$ cat config.mk
export PLATFORM = sky130hd
export DESIGN_NAME = exc_entry_seq
export DESIGN_NICKNAME = d
export VERILOG_FILES = /design/src/rtl/exc_entry_pkg.sv /design/src/rtl/exc_psw_xform.sv /design/src/rtl/exc_vec_sel.sv /design/src/rtl/exc_entry_ctrl.sv /design/src/rtl/exc_entry_seq.sv
export SDC_FILE = /design/constraint.sdc
export NUM_CORES = 1
export LEC_CHECK = 0
export BUFFER_PORTS_ARGS = -buffer_cell sky130_fd_sc_hd__buf_4
export CORE_AREA = 2 2 207 209
export DETAILED_ROUTE_END_ITERATION = 8
export DIE_AREA = 0 0 209 211
export PLACE_DENSITY = 0.58
export SLEW_MARGIN = 20
export SYNTH_ARGS = -nofsm -noshare
export SYNTH_HDL_FRONTEND = slang
export SYNTH_HIERARCHICAL = 1
export SYNTH_SLANG_ARGS = --single-unit
$ cat constraint.sdc
create_clock -name clk -period 2.6 [get_ports clk]
set_clock_uncertainty 0.1 [all_clocks]
set_input_delay 0 -clock clk [delete_from_list [all_inputs] [get_ports clk]]
set_output_delay 0 -clock clk [all_outputs]
set_load 0.1 [all_outputs]
$ cat src/rtl/exc_entry_pkg.sv
package exc_entry_pkg;

   typedef enum logic [1:0] {
      EV_NMI  = 2'd0,
      EV_IRQ  = 2'd1,
      EV_FAST = 2'd2,
      EV_TRAP = 2'd3
   } ev_kind_t;

   typedef enum logic [2:0] {
      ST_IDLE    = 3'd0,
      ST_PUSH_SR = 3'd1,
      ST_PUSH_PC = 3'd2,
      ST_BACKUP  = 3'd3,
      ST_FETCH   = 3'd4,
      ST_FIN     = 3'd5
   } seq_state_t;

endpackage

$ cat src/rtl/exc_psw_xform.sv
module exc_psw_xform
   import exc_entry_pkg::*;
#(
   parameter int XLEN    = 32,
   parameter int IE_BIT  = 16,
   parameter int SS_BIT  = 17,
   parameter int PM_BIT  = 20,
   parameter int IPL_LSB = 24,
   parameter int IPL_W   = 4
) (
   input  ev_kind_t           kind,
   input  logic [IPL_W-1:0]   level,
   input  logic [XLEN-1:0]    psw_in,
   output logic [XLEN-1:0]    psw_new
);
   localparam int NCLR = 3;
   localparam int CLR_POS [NCLR] = '{IE_BIT, SS_BIT, PM_BIT};

   logic [XLEN-1:0] clr_mask;
   logic [XLEN-1:0] cleared;

   for (genvar g = 0; g < XLEN; g++) begin : g_mask
      assign clr_mask[g] = (g == CLR_POS[0]) || (g == CLR_POS[1]) || (g == CLR_POS[2]);
   end

   assign cleared = psw_in & ~clr_mask;

   always_comb begin
      psw_new = cleared;
      unique case (kind)
         EV_NMI:  psw_new[IPL_LSB +: IPL_W] = {IPL_W{1'b1}};
         EV_IRQ,
         EV_FAST: psw_new[IPL_LSB +: IPL_W] = level;
         default: psw_new[IPL_LSB +: IPL_W] = cleared[IPL_LSB +: IPL_W];
      endcase
   end
endmodule

$ cat src/rtl/exc_vec_sel.sv
module exc_vec_sel
   import exc_entry_pkg::*;
#(
   parameter int          XLEN      = 32,
   parameter int          VNUM_W    = 8,
   parameter int          VEC_BYTES = 4,
   parameter logic [31:0] NMI_OFS   = 32'h78
) (
   input  ev_kind_t            kind,
   input  logic                brk,
   input  logic [VNUM_W-1:0]   vnum,
   input  logic                in_string,
   input  logic [XLEN-1:0]     cur_pc,
   input  logic [XLEN-1:0]     next_pc,
   input  logic [XLEN-1:0]     exc_base,
   input  logic [XLEN-1:0]     int_base,
   output logic [XLEN-1:0]     vaddr,
   output logic [XLEN-1:0]     save_pc
);
   localparam bit POW2   = (VEC_BYTES & (VEC_BYTES - 1)) == 0;
   localparam int VSHIFT = $clog2(VEC_BYTES);

   logic [XLEN-1:0] slot_ofs;
   logic [XLEN-1:0] vnum_x;

   assign vnum_x = XLEN'(vnum);

   if (POW2) begin : g_shift
      assign slot_ofs = vnum_x << VSHIFT;
   end else begin : g_mult
      assign slot_ofs = vnum_x * XLEN'(VEC_BYTES);
   end

   always_comb begin
      unique case (kind)
         EV_NMI:  vaddr = exc_base + XLEN'(NMI_OFS);
         EV_TRAP: vaddr = brk ? int_base : int_base + slot_ofs;
         default: vaddr = int_base + slot_ofs;
      endcase
   end

   always_comb begin
      if (kind != EV_TRAP && in_string) save_pc = cur_pc;
      else                              save_pc = next_pc;
   end
endmodule

$ cat src/rtl/exc_entry_ctrl.sv
module exc_entry_ctrl
   import exc_entry_pkg::*;
(
   input  logic clk,
   input  logic rst_n,
   input  logic start,
   input  logic start_fast,
   input  logic wr_ready,
   input  logic rd_ready,
   output logic idle,
   output logic push_sr,
   output logic push_pc,
   output logic backup,
   output logic fetch,
   output logic fin
);
   seq_state_t st, st_nx;

   always_comb begin
      st_nx = st;
      unique case (st)
         ST_IDLE:    if (start) st_nx = start_fast ? ST_BACKUP : ST_PUSH_SR;
         ST_PUSH_SR: if (wr_ready) st_nx = ST_PUSH_PC;
         ST_PUSH_PC: if (wr_ready) st_nx = ST_FETCH;
         ST_BACKUP:  st_nx = ST_FIN;
         ST_FETCH:   if (rd_ready) st_nx = ST_FIN;
         ST_FIN:     st_nx = ST_IDLE;
         default:    st_nx = ST_IDLE;
      endcase
   end

   always_ff @(posedge clk or negedge rst_n) begin
      if (!rst_n) st <= ST_IDLE;
      else        st <= st_nx;
   end

   assign idle    = (st == ST_IDLE);
   assign push_sr = (st == ST_PUSH_SR);
   assign push_pc = (st == ST_PUSH_PC);
   assign backup  = (st == ST_BACKUP);
   assign fetch   = (st == ST_FETCH);
   assign fin     = (st == ST_FIN);
endmodule

$ cat src/rtl/exc_entry_seq.sv
module exc_entry_seq
   import exc_entry_pkg::*;
#(
   parameter int          XLEN      = 32,
   parameter int          VNUM_W    = 8,
   parameter int          IPL_W     = 4,
   parameter int          IE_BIT    = 16,
   parameter int          SS_BIT    = 17,
   parameter int          PM_BIT    = 20,
   parameter int          IPL_LSB   = 24,
   parameter int          VEC_BYTES = 4,
   parameter logic [31:0] NMI_OFS   = 32'h78
) (
   input  logic              clk,
   input  logic              rst_n,
   input  logic              ev_valid,
   input  logic [1:0]        ev_type,
   input  logic              ev_brk,
   input  logic [VNUM_W-1:0] ev_vnum,
   input  logic [IPL_W-1:0]  ev_level,
   input  logic              ev_in_string,
   input  logic [XLEN-1:0]   cur_psw,
   input  logic [XLEN-1:0]   cur_pc,
   input  logic [XLEN-1:0]   next_pc,
   input  logic [XLEN-1:0]   isp_in,
   input  logic [XLEN-1:0]   exc_base,
   input  logic [XLEN-1:0]   int_base,
   input  logic [XLEN-1:0]   fast_vec,
   output logic              busy,
   output logic              done,
   output logic              mem_wr,
   output logic [XLEN-1:0]   mem_waddr,
   output logic [XLEN-1:0]   mem_wdata,
   input  logic              mem_wready,
   output logic              mem_rd,
   output logic [XLEN-1:0]   mem_raddr,
   input  logic [XLEN-1:0]   mem_rdata,
   input  logic              mem_rready,
   output logic              bpsw_we,
   output logic [XLEN-1:0]   bpsw_d,
   output logic              bpc_we,
   output logic [XLEN-1:0]   bpc_d,
   output logic [XLEN-1:0]   psw_out,
   output logic [XLEN-1:0]   pc_out,
   output logic [XLEN-1:0]   isp_out
);
   localparam int          SLOT_BYTES = XLEN / 8;
   localparam logic [XLEN-1:0] SLOT   = XLEN'(SLOT_BYTES);

   if (XLEN % 8 != 0)                 $error("XLEN must be a whole number of bytes");
   if (IPL_LSB + IPL_W > XLEN)        $error("priority field lies outside the status word");
   if (IE_BIT >= XLEN || SS_BIT >= XLEN || PM_BIT >= XLEN)
                                      $error("status bit position out of range");
   if (VEC_BYTES < 1)                 $error("vector entry size must be positive");
   if (VNUM_W < 1 || VNUM_W > XLEN)   $error("vector number width out of range");

   ev_kind_t kind;
   assign kind = ev_kind_t'(ev_type);

   logic idle, push_sr, push_pc, backup, fetch, fin;
   logic accept;
   logic [XLEN-1:0] xf_psw, vs_addr, vs_pc;

   assign accept = ev_valid && idle;

   exc_entry_ctrl u_ctrl (
      .clk        (clk),
      .rst_n      (rst_n),
      .start      (accept),
      .start_fast (kind == EV_FAST),
      .wr_ready   (mem_wready),
      .rd_ready   (mem_rready),
      .idle       (idle),
      .push_sr    (push_sr),
      .push_pc    (push_pc),
      .backup     (backup),
      .fetch      (fetch),
      .fin        (fin)
   );

   exc_psw_xform #(
      .XLEN(XLEN), .IE_BIT(IE_BIT), .SS_BIT(SS_BIT), .PM_BIT(PM_BIT),
      .IPL_LSB(IPL_LSB), .IPL_W(IPL_W)
   ) u_xform (
      .kind    (kind),
      .level   (ev_level),
      .psw_in  (cur_psw),
      .psw_new (xf_psw)
   );

   exc_vec_sel #(
      .XLEN(XLEN), .VNUM_W(VNUM_W), .VEC_BYTES(VEC_BYTES), .NMI_OFS(NMI_OFS)
   ) u_vsel (
      .kind      (kind),
      .brk       (ev_brk),
      .vnum      (ev_vnum),
      .in_string (ev_in_string),
      .cur_pc    (cur_pc),
      .next_pc   (next_pc),
      .exc_base  (exc_base),
      .int_base  (int_base),
      .vaddr     (vs_addr),
      .save_pc   (vs_pc)
   );

   logic [XLEN-1:0] isp_r, sr_save, pc_save, vaddr_r, fvec_r, psw_r, pc_r;

   always_ff @(posedge clk or negedge rst_n) begin
      if (!rst_n) begin
         isp_r   <= '0;
         sr_save <= '0;
         pc_save <= '0;
         vaddr_r <= '0;
         fvec_r  <= '0;
         psw_r   <= '0;
         pc_r    <= '0;
      end else begin
         if (accept) begin
            isp_r   <= isp_in;
            sr_save <= cur_psw;
            pc_save <= vs_pc;
            vaddr_r <= vs_addr;
            fvec_r  <= fast_vec;
            psw_r   <= xf_psw;
         end
         if ((push_sr || push_pc) && mem_wready) isp_r <= isp_r - SLOT;
         if (fetch && mem_rready) pc_r <= mem_rdata;
         if (backup)              pc_r <= fvec_r;
      end
   end

   assign busy      = !idle;
   assign done      = fin;
   assign mem_wr    = push_sr || push_pc;
   assign mem_waddr = isp_r - SLOT;
   assign mem_wdata = push_sr ? sr_save : pc_save;
   assign mem_rd    = fetch;
   assign mem_raddr = vaddr_r;
   assign bpsw_we   = backup;
   assign bpsw_d    = sr_save;
   assign bpc_we    = backup;
   assign bpc_d     = pc_save;
   assign psw_out   = psw_r;
   assign pc_out    = pc_r;
   assign isp_out   = isp_r;
endmodule

==> results.sh, run 1 <==
export IMPL_tightest_slew_ns=0.886
export IMPL_dieArea_sq_um=44100
export IMPL_fillers=3655
export IMPL_grt_max_degree=100
export IMPL_path_cells="or4_4, or3_4, or3_4, nor4_4, xor2_4, buf_12"
export IMPL_async_flop_share_pct=100
export IMPL_r2r_slack_ns=-0.15
export IMPL_dieHeight_um=211
export IMPL_synthCells=1545
export IMPL_critPathKind="reg -> out"
export IMPL_overflow=0
export IMPL_drt_initial_drc_count=1031
export IMPL_cp_max_fo=3
export IMPL_grt_pass1_wl_um=84400
export IMPL_area_sequential_sq_um=5720
export IMPL_routedWlPerCell_um=18.8
export IMPL_die_w_um=209
export IMPL_worstSkewPairLatency_ns=0.55
export IMPL_clkSinkCount=227
export IMPL_yosysWarnings=6
export IMPL_fin_tns_setup_ns=-5.31
export IMPL_setup_viol=18
export IMPL_startpoint="isp_out[17]"
export IMPL_reg2reg_depth=11
export IMPL_vias=14700
export IMPL_syn_cell_area_sq_um=13100
export IMPL_grtUsageTotal_pct=24.1
export IMPL_core_sq_um=41800
export IMPL_worstSetupStartpointType="flip-flop"
export IMPL_whs_ns=0.0216
export IMPL_nets=2675
export IMPL_cp_depth=6
export IMPL_antenna_left=0
export IMPL_final_common_cell="buf_4"
export IMPL_root_buffer="clkbuf_16"
export IMPL_multiInputGateArea_sq_um=7540
export IMPL_avgSynthCellArea_sq_um=8.46
export IMPL_drive_gt1_share_pct=36.7
export IMPL_drv_cap=0
export IMPL_path_common_cell="or3_4"
export IMPL_htree_levels=1
export IMPL_antenna_found_initial=3
export IMPL_fin_crit_ns=3.13
export IMPL_r2r_start="isp_out[17]"
export IMPL_io_pins=539
export IMPL_synth_cell_types=80
export IMPL_endpoint_kind="output pin"
export IMPL_cp_slowest_stage_delay_ns=0.54
export IMPL_first_global_vias=14800
export IMPL_areaGrowthSynthToFinish_pct=76.9
export IMPL_slew_headroom_pct=40.7
export IMPL_violations="negative setup slack"
export IMPL_synth_enable_flop_cells=0
export IMPL_cts_buffers_inserted=28
export IMPL_slowest_stage="or4_4"
export IMPL_path_buf_inv=1
export IMPL_required_ns=2.50
export IMPL_routed_wl_um=55200
export IMPL_dr_pass1_iters=5
export IMPL_finalMaxSlewViolations=0
export IMPL_portBuffers=538
export IMPL_final_util_pct=55.4
export IMPL_vias_per_cell=4.98
export IMPL_max_freq_ghz=0.320
export IMPL_rsz0062_at_grt="yes"
export IMPL_dpl_instance_area_sq_um=18300
export IMPL_final_cell_mix="buf_4 (596), nand2_1 (576), dlygate4sd3_1 (294)"
export IMPL_fin_crit_sh_pct=120
export IMPL_stdcell_area_sq_um=23100
export IMPL_worst_slack_ns=-0.529
export IMPL_r2r_end="isp_out[23]"
export IMPL_cts_tree="yes"
export IMPL_ctsLongestPathBuffers=3
export IMPL_hold_path_class="in -> reg"
export IMPL_arrival_ns=3.03
export IMPL_ys_ff_latch=227
export IMPL_place_congestion=0.893
export IMPL_dpl_hpwl_um=38700
export IMPL_remaining_drc_errors=0
export IMPL_clkTransAtPathRegs_ns=0.06
export IMPL_cpLargestDelayFamily="simple AND/OR/NAND/NOR gates"
export IMPL_hold_violations=0
export IMPL_start_util_pct=31.3
export IMPL_synth_seq_area_share_pct=43.5
export IMPL_synth_ff_type="dfrtp_1"
export IMPL_status="complete, but fails checks"
export IMPL_critical_path_endpoint="mem_waddr[24]"
export IMPL_rows=75
[how the worst min path moves through the flow]
stage                    start           end  slack (ns)  depth (start not counted)
floorplan                rst_n      bpc_d[0]       -0.40                          0
global placement         rst_n    fvec_r[12]       -0.04                          1
detailed placement       rst_n     pc_out[3]       -0.04                          1
CTS                 ev_type[1]   psw_out[25]       0.002                          7
global route        ev_vnum[6]  mem_raddr[8]        0.06                          7
finish              ev_vnum[5]  mem_raddr[7]        0.02                          7
[stage by stage]
step                cells  worst slack, ns
floorplan            1547           -0.523
global placement     2565          -0.0282
detailed placement   2565          -0.0204
CTS                  2931           -0.555
global route         2944           -0.606
finish               2946           -0.529
[cells in the mapped netlist (all sizes together) (6+ instances only)]
cell / instances / area (sq um)
ha: 14 / 175
mux2i: 41 / 410
a31oi: 6 / 37.5
and2: 9 / 56.3
or2: 6 / 40.0
buf: 49 / 324
a211oi: 7 / 52.6
dfrtp: 227 / 5680
a221o: 6 / 60.1
nand2b: 18 / 113
inv: 18 / 67.6
and3: 11 / 73.8
nand3: 20 / 113
or4: 7 / 56.3
clkbuf: 76 / 318
nor4: 18 / 146
xnor2: 27 / 236
nor3b: 7 / 52.6
a21oi: 42 / 214
o211ai: 9 / 72.6
o21ai: 55 / 275
xor2: 31 / 272
nand4: 16 / 100
nor3: 28 / 140
mux2: 64 / 721
or3: 9 / 67.6
o21a: 8 / 60.1
o22ai: 22 / 138
nor2: 41 / 156
nand2: 579 / 2170
[logic make-up after synthesis]
logic type / after synthesis / share of synthesized area, %
AO/OA/AOI/OAI: 210 / 10.8
XOR/XNOR: 58 / 3.89
buffers and inverters: 143 / 5.43
flip-flops: 227 / 43.5
adder cells (fa/ha/maj): 15 / 1.49
multiplexers: 105 / 8.65
AND/OR/NAND/NOR: 786 / 26.2
other: 1 / 0.0287
[routing by layer]
metal / part of all wire (%) / global-route usage (%)
met1: 40 / 30.3
met2: 50 / 42.6
met3: 6.7 / 4.36
met4: 2.7 / 6.75
met5: 0.024 / 0
[layout make-up]
cell class / instances / share of cell area, %
flip-flops and latches: 227 / 24.8
multi-input cells: 1177 / 32.6
clock inverters: 12 / 0.655
well taps: 539 / 2.92
diodes: 2 / 0.0216
repair buffers: 931 / 35.0
inverters: 18 / 0.363
clock buffers: 40 / 3.66
[tightest hold or removal path, delay by kind of cell]
family          cells  cell delay, ns
fa+ha+maj           1            0.13
compound gates      1            0.14
buf+inv             2            0.20
simple gates        2            0.10
xor+xnor            1            0.07
[registers in the layout, indices dropped and copies added, names as in the netlist]
name,count
bpc_d,32
bpsw_d,32
fvec_r,32
isp_out,32
mem_raddr,32
pc_out,32
psw_out,32
u_ctrl/st,3
[what timing repair did]
action | CTS | global route
cloned | 0 | 0
resized for setup | 79 | 48
endpoints found under the setup margin | 47 | 51
endpoints found under the hold margin | 451 | 1
setup buffers | 20 | 15
pin swaps | 17 | 21
hold buffers | 294 | 1
Power of run 1 is left out: the tool's default activity adds up to more than one toggle a clock period on the data nets, which glitch-free logic cannot reach.
==> run 2: changes to the inputs <==
--- a/config.mk
+++ b/config.mk
@@ -5,11 +5,12 @@
 export SDC_FILE = /design/constraint.sdc
 export NUM_CORES = 1
 export LEC_CHECK = 0
+export ABC_AREA = 1
 export BUFFER_PORTS_ARGS = -buffer_cell sky130_fd_sc_hd__buf_4
-export CORE_AREA = 2 2 207 209
+export CORE_AREA = 2 2 209 211
 export DETAILED_ROUTE_END_ITERATION = 8
-export DIE_AREA = 0 0 209 211
-export PLACE_DENSITY = 0.58
+export DIE_AREA = 0 0 211 213
+export PLACE_DENSITY = 0.6
 export SLEW_MARGIN = 20
 export SYNTH_ARGS = -nofsm -noshare
 export SYNTH_HDL_FRONTEND = slang
==> run 2 against run 1 <==
The flow now finishes without violations. Clock-buffer cell count unchanged. Critical endpoint unchanged. Core utilization down 1.8 points. Highest routed layer unchanged. Sequential share of layout area up 0.10 points. Routed wire length is 9.6% higher. Largest cell class is now multi-input gates. Global-route usage rose by 1.9 points. Register-to-register slack better by 0.38 ns.
==> results.sh, run 2 <==
export IMPL_overflow=0
export IMPL_grtUsageTotal_pct=26.0
export IMPL_worstSkewPairLatency_ns=0.58
export IMPL_syn_cell_area_sq_um=14200
export IMPL_slowest_stage="dfrtp_4"
export IMPL_synth_seq_area_share_pct=40.1
export IMPL_yosysWarnings=6
export IMPL_worstSetupStartpointType="flip-flop"
export IMPL_drt_initial_drc_count=1326
export IMPL_yosysMostFrequentCell="nand2_1"
export IMPL_htree_levels=1
export IMPL_antenna_found_initial=2
export IMPL_critPathKind="reg -> out"
export IMPL_cts_tree="yes"
export IMPL_r2r_end="isp_out[20]"
export IMPL_dieHeight_um=213
export IMPL_finalMaxSlewViolations=0
export IMPL_synth_ff_type="dfrtp_1"
export IMPL_reg2reg_depth=11
export IMPL_dieArea_sq_um=44900
export IMPL_final_common_cell="nand2_1"
export IMPL_die_w_um=211
export IMPL_arrival_ns=2.42
export IMPL_use_met3_pct=4.65
export IMPL_core_sq_um=42700
export IMPL_globalRouteMet2Util_pct=44.5
export IMPL_root_buffer="clkbuf_16"
export IMPL_clkTransAtPathRegs_ns=0.06
export IMPL_cp_depth=9
export IMPL_rows=76
export IMPL_grt_busiest_layer="met2"
export IMPL_grt_use_met1_pct=33.2
export IMPL_remaining_drc_errors=0
export IMPL_drive_gt1_share_pct=28.2
export IMPL_fin_crit_sh_pct=97.0
export IMPL_vias=16500
export IMPL_max_freq_ghz=0.397
export IMPL_slew_headroom_pct=48.5
export IMPL_synth_top_area_share_pct=40.1
export IMPL_synth_enable_flop_cells=0
export IMPL_first_global_vias=16400
export IMPL_path_buf_inv=3
export IMPL_r2r_start="u_ctrl/st[0]"
export IMPL_dr_pass1_iters=5
export IMPL_pre_cts_ws_ns=0.220
export IMPL_cts_buffers_inserted=29
export IMPL_start_util_pct=33.2
export IMPL_drv_cap=0
export IMPL_cp_max_fo=5
export IMPL_setup_viol=0
export IMPL_fin_crit_ns=2.52
export IMPL_synthTopCellsByCount="nand2_1 (917), dfrtp_1 (227), nor2_1 (198)"
export IMPL_place_congestion=0.945
export IMPL_cp_slowest_stage_delay_ns=0.49
export IMPL_vias_per_cell=4.84
export IMPL_tightest_slew_ns=0.773
export IMPL_hold_depth=7
export IMPL_endpoint_kind="output pin"
export IMPL_routedWlPerCell_um=17.8
export IMPL_hold_path_class="in -> reg"
export IMPL_grt_pass1_wl_um=92100
export IMPL_antenna_left=0
export IMPL_synth_area_leaders="dfrtp_1 (40%), nand2_1 (24%), nor2_1 (5.2%)"
export IMPL_portBuffers=538
export IMPL_fin_tns_setup_ns=0
export IMPL_ctsLongestPathBuffers=3
export IMPL_synthCells=2062
export IMPL_min_to="psw_out[27]"
export IMPL_hold_violations=0
export IMPL_status="complete, no violations"
export IMPL_avgSynthCellArea_sq_um=6.88
export IMPL_dpl_hpwl_um=44500
export IMPL_grt_max_degree=90
export IMPL_final_cell_mix="nand2_1 (902), buf_4 (549), dlygate4sd3_1 (278)"
export IMPL_synth_top_cell_by_area="dfrtp_1"
export IMPL_synth_cell_types=53
export IMPL_worst_slack_ns=0.0792
export IMPL_required_ns=2.50
export IMPL_path_cells="clkinvlp_4, ha_4, nand2_4, nor2_1, nand2_2, inv_2, nand3_2, nand2_8, buf_4"
export IMPL_dpl_instance_area_sq_um=18900
export IMPL_nets=3124
export IMPL_hold_path_startpoint="ev_type[1]"
export IMPL_io_pins=539
export IMPL_r2r_slack_ns=0.23
export IMPL_areaGrowthSynthToFinish_pct=61.3
export IMPL_routed_wl_um=60500
export IMPL_async_flop_share_pct=100
export IMPL_stdcell_area_sq_um=22900
export IMPL_ys_ff_latch=227
export IMPL_cpLargestDelayFamily="simple AND/OR/NAND/NOR gates"
export IMPL_clkSinkCount=227
run 2: cell types whose count changed after synthesis, moves of 23 or more:
cell      before  now
nand2_1      579  917
nor2_1        40  198
inv_1         18  132
nand3_1       19  110
clkbuf_1      71   28
nor3_1        28   71
mux2i_1       41    0
mux2_2        64   32
nand2_2        0   28
o21ai_0       53   27
xnor2_1       27    4
run 2: logic make-up after synthesis:
kind of cell	synth area share, %
adder cells (fa/ha/maj)	1.38
multiplexers	2.54
other	0.0264
XOR/XNOR	1.53
flip-flops	40.1
AO/OA/AOI/OAI	4.99
buffers and inverters	8.69
AND/OR/NAND/NOR	40.8
run 2: final cells by class:
class,instances,area (sq um)
Fill cell,4005,19800
Multi-Input combinational cell,1573,7700
Timing Repair Buffer,844,7150
Sequential cell,227,5690
Clock buffer,40,827
Tap cell,546,683
Inverter,157,601
Clock inverter,14,225
Antenna cell,2,5.00
run 2: per-stage QoR:
step | cells | utilization (%) | hold WS [ns]
after floorplan | 2064 | - | -0.396
after CTS | 3401 | 53.4 | 0.00313
after global routing | 3402 | 53.6 | 0.0511
after detailed placement | 3066 | 44.3 | -0.0336
after global placement | 3066 | 44.3 | -0.0404
final | 3403 | 53.6 | 0.0286
run 2: worst max path at each step:
stage,start,to
6_report,isp_out[2],mem_waddr[24]
5_1_grt,exc_base[3],mem_raddr[15]
2_1_floorplan,isp_out[2],isp_out[9]
4_1_cts,isp_out[2],mem_waddr[24]
3_3_place_gp,u_ctrl/st[0],u_ctrl/st[2]
3_5_place_dp,u_ctrl/st[0],u_ctrl/st[0]
run 2: layer usage:
| layer | up-vias | routed length (um) |
|---|---|---|
| li1 | 7965 | - |
| met1 | 7764 | 25300 |
| met2 | 625 | 29300 |
| met3 | 130 | 3880 |
| met4 | 2 | 2060 |
| met5 | - | 13 |
run 2: timing repair:
action / CTS / global route
pin swaps: 1 / 3
cloned: 0 / 0
endpoints found under the hold margin: 451 / 0
hold buffers: 279 / 0
gates resized for setup: 6 / 18
setup endpoints to repair: 6 / 42
setup buffers: 2 / 1
run 2: worst min-delay path, delay by kind of cell:
kind	cells	cell delay [ns]
adders and majority gates	1	0.17
buffers and inverters	2	0.22
and+or+nand+nor	3	0.22
AOI/OAI and AO/OA	1	0.06
Power of run 2 is left out for the same reason.
==> run 3: changes to the inputs <==
--- a/config.mk
+++ b/config.mk
@@ -11,6 +11,7 @@
 export DETAILED_ROUTE_END_ITERATION = 8
 export DIE_AREA = 0 0 211 213
 export PLACE_DENSITY = 0.6
+export REMOVE_ABC_BUFFERS = 1
 export SLEW_MARGIN = 20
 export SYNTH_ARGS = -nofsm -noshare
 export SYNTH_HDL_FRONTEND = slang
==> constraint.sdc (replaced) <==
create_clock -name clk -period 2.7 [get_ports clk]
set_clock_uncertainty 0.1 [all_clocks]
set_input_delay 0 -clock clk [delete_from_list [all_inputs] [get_ports clk]]
set_output_delay 0 -clock clk [all_outputs]
set_load 0.1 [all_outputs]
==> run 3 against run 2 <==
Cell count rose by 0.68%. Critical path depth is 1 lower. Die area unchanged. Global-route usage decreased by 0.96 points. Final area shrank 0.56%. Worst hold slack better by 0.0053 ns. First-iteration DRC count down 10%. Register-to-register slack barely moved.
==> results.sh, run 3 (synthesis gave the netlist of run 2 again) <==
export IMPL_status="complete, no violations"
export IMPL_htree_levels=1
export IMPL_worstSetupStartpointType="flip-flop"
export IMPL_slew_headroom_pct=29.8
export IMPL_portBuffers=538
export IMPL_min_to="mem_raddr[9]"
export IMPL_grtUsageTotal_pct=25.1
export IMPL_place_congestion=0.941
export IMPL_hold_path_startpoint="exc_base[9]"
export IMPL_startpoint="isp_out[2]"
export IMPL_hold_path_class="in -> reg"
export IMPL_r2r_end="isp_out[0]"
export IMPL_cts_tree="yes"
export IMPL_die_w_um=211
export IMPL_drt_initial_drc_count=1193
export IMPL_first_global_vias=16400
export IMPL_endpoint_kind="output pin"
export IMPL_cts_buffers_inserted=29
export IMPL_core_sq_um=42700
export IMPL_finalMaxSlewViolations=0
export IMPL_nets=3148
export IMPL_antenna_found_initial=3
export IMPL_clkSinkCount=227
export IMPL_final_cell_mix="nand2_1 (917), buf_4 (555), dlygate4sd3_1 (305)"
export IMPL_rows=76
export IMPL_dpl_hpwl_um=42600
export IMPL_vias=16700
export IMPL_hold_depth=6
export IMPL_vias_per_cell=4.87
export IMPL_final_common_cell="nand2_1"
export IMPL_hold_violations=0
export IMPL_fin_crit_sh_pct=94.0
export IMPL_max_freq_ghz=0.394
export IMPL_rsz0062_at_grt="no"
export IMPL_tightest_slew_ns=1.05
export IMPL_drive_gt1_share_pct=26.4
export IMPL_r2r_slack_ns=0.22
export IMPL_reg2reg_depth=10
export IMPL_overflow=0
export IMPL_dieHeight_um=213
export IMPL_dr_pass1_iters=5
export IMPL_drv_cap=0
export IMPL_areaGrowthSynthToFinish_pct=60.4
export IMPL_clkTransAtPathRegs_ns=0.06
export IMPL_arrival_ns=2.44
export IMPL_io_pins=539
export IMPL_antenna_left=0
export IMPL_ctsLongestPathBuffers=3
export IMPL_worstSkewPairLatency_ns=0.56
export IMPL_cp_max_fo=5
export IMPL_grt_max_degree=97
export IMPL_dp_cells=3064
export IMPL_dieArea_sq_um=44900
export IMPL_setup_viol=0
export IMPL_critPathKind="reg -> out"
export IMPL_stdcell_count=3426
export IMPL_r2r_start="u_ctrl/st[0]"
export IMPL_start_util_pct=33.2
export IMPL_root_buffer="clkbuf_16"
export IMPL_routed_wl_um=58900
export IMPL_routedWlPerCell_um=17.2
export IMPL_required_ns=2.60
export IMPL_grt_pass1_wl_um=89700
export IMPL_remaining_drc_errors=0
export IMPL_fin_crit_ns=2.54
[run 3: changes by cell type in the layout (fill, tap and decap cells not counted), sizes merged]
cell	previous run	this run
dlygate4sd3	278	305
buf	566	563
clkbuf	40	41
clkinv	11	7
clkinvlp	1	0
inv	154	155
bufinv	5	7
[run 3: worst max path at each step]
stage          slack, ns       endpoint  depth (start not counted)
2_1_floorplan      -1.91     isp_out[5]                          9
3_3_place_gp        0.53    isp_out[31]                         11
3_5_place_dp        0.44     isp_out[5]                          9
4_1_cts             0.05     isp_out[0]                         10
5_1_grt            0.005  mem_waddr[30]                          8
6_report            0.16  mem_waddr[30]                          8
[run 3: what timing repair did]
item / 4_1_cts / 5_1_grt
hold buffers: 306 / 0
hold endpoints to repair: 451 / 0
gates resized for setup: 0 / 7
setup buffers: 0 / 2
endpoints found under the setup margin: 0 / 6
[run 3: worst max-delay path, stage by stage (launching register included)]
cell	delay [ns]
dfrtp_1	0.37
inv_1	0.17
ha_2	0.24
nand2_1	0.13
nor2_4	0.20
nand2_2	0.13
o21ai_0	0.23
and2_1	0.21
buf_8	0.21
[run 3: per-stage QoR]
step	hold slack [ns]	util [%]	setup TNS, ns	setup WS (ns)	cell area (sq um)
floorplan	-0.396	-	-357.50	-1.91	13500
global placement	-0.0582	43.4	0	0.525	18500
detailed placement	-0.0584	43.4	0	0.437	18500
CTS	0.0123	53.2	0	0.0450	22700
global route	0.0606	53.3	0	0.00456	22700
finish	0.0339	53.3	0	0.161	22700
[run 3: area by class of cell]
class                      count  area (sq um)
fill                        3985         19900
timing repair buffer         868          7360
multi-input combinational   1573          7290
sequential                   227          5680
clock buffer                  41           861
tap                          546           683
inverter                     157           601
clock inverter                12           262
antenna                        2          5.00
[run 3: per-layer routing]
layer  global-route usage [%]  vias up  part of all wire, %
met1                     31.5     7852                   42
met2                     42.9      673                   48
li1                         -     8012                    -
met4                     10.7        2                  4.3
met3                     3.88      150                  6.0
met5                        0        -                0.019
Power of run 3 is left out for the same reason.
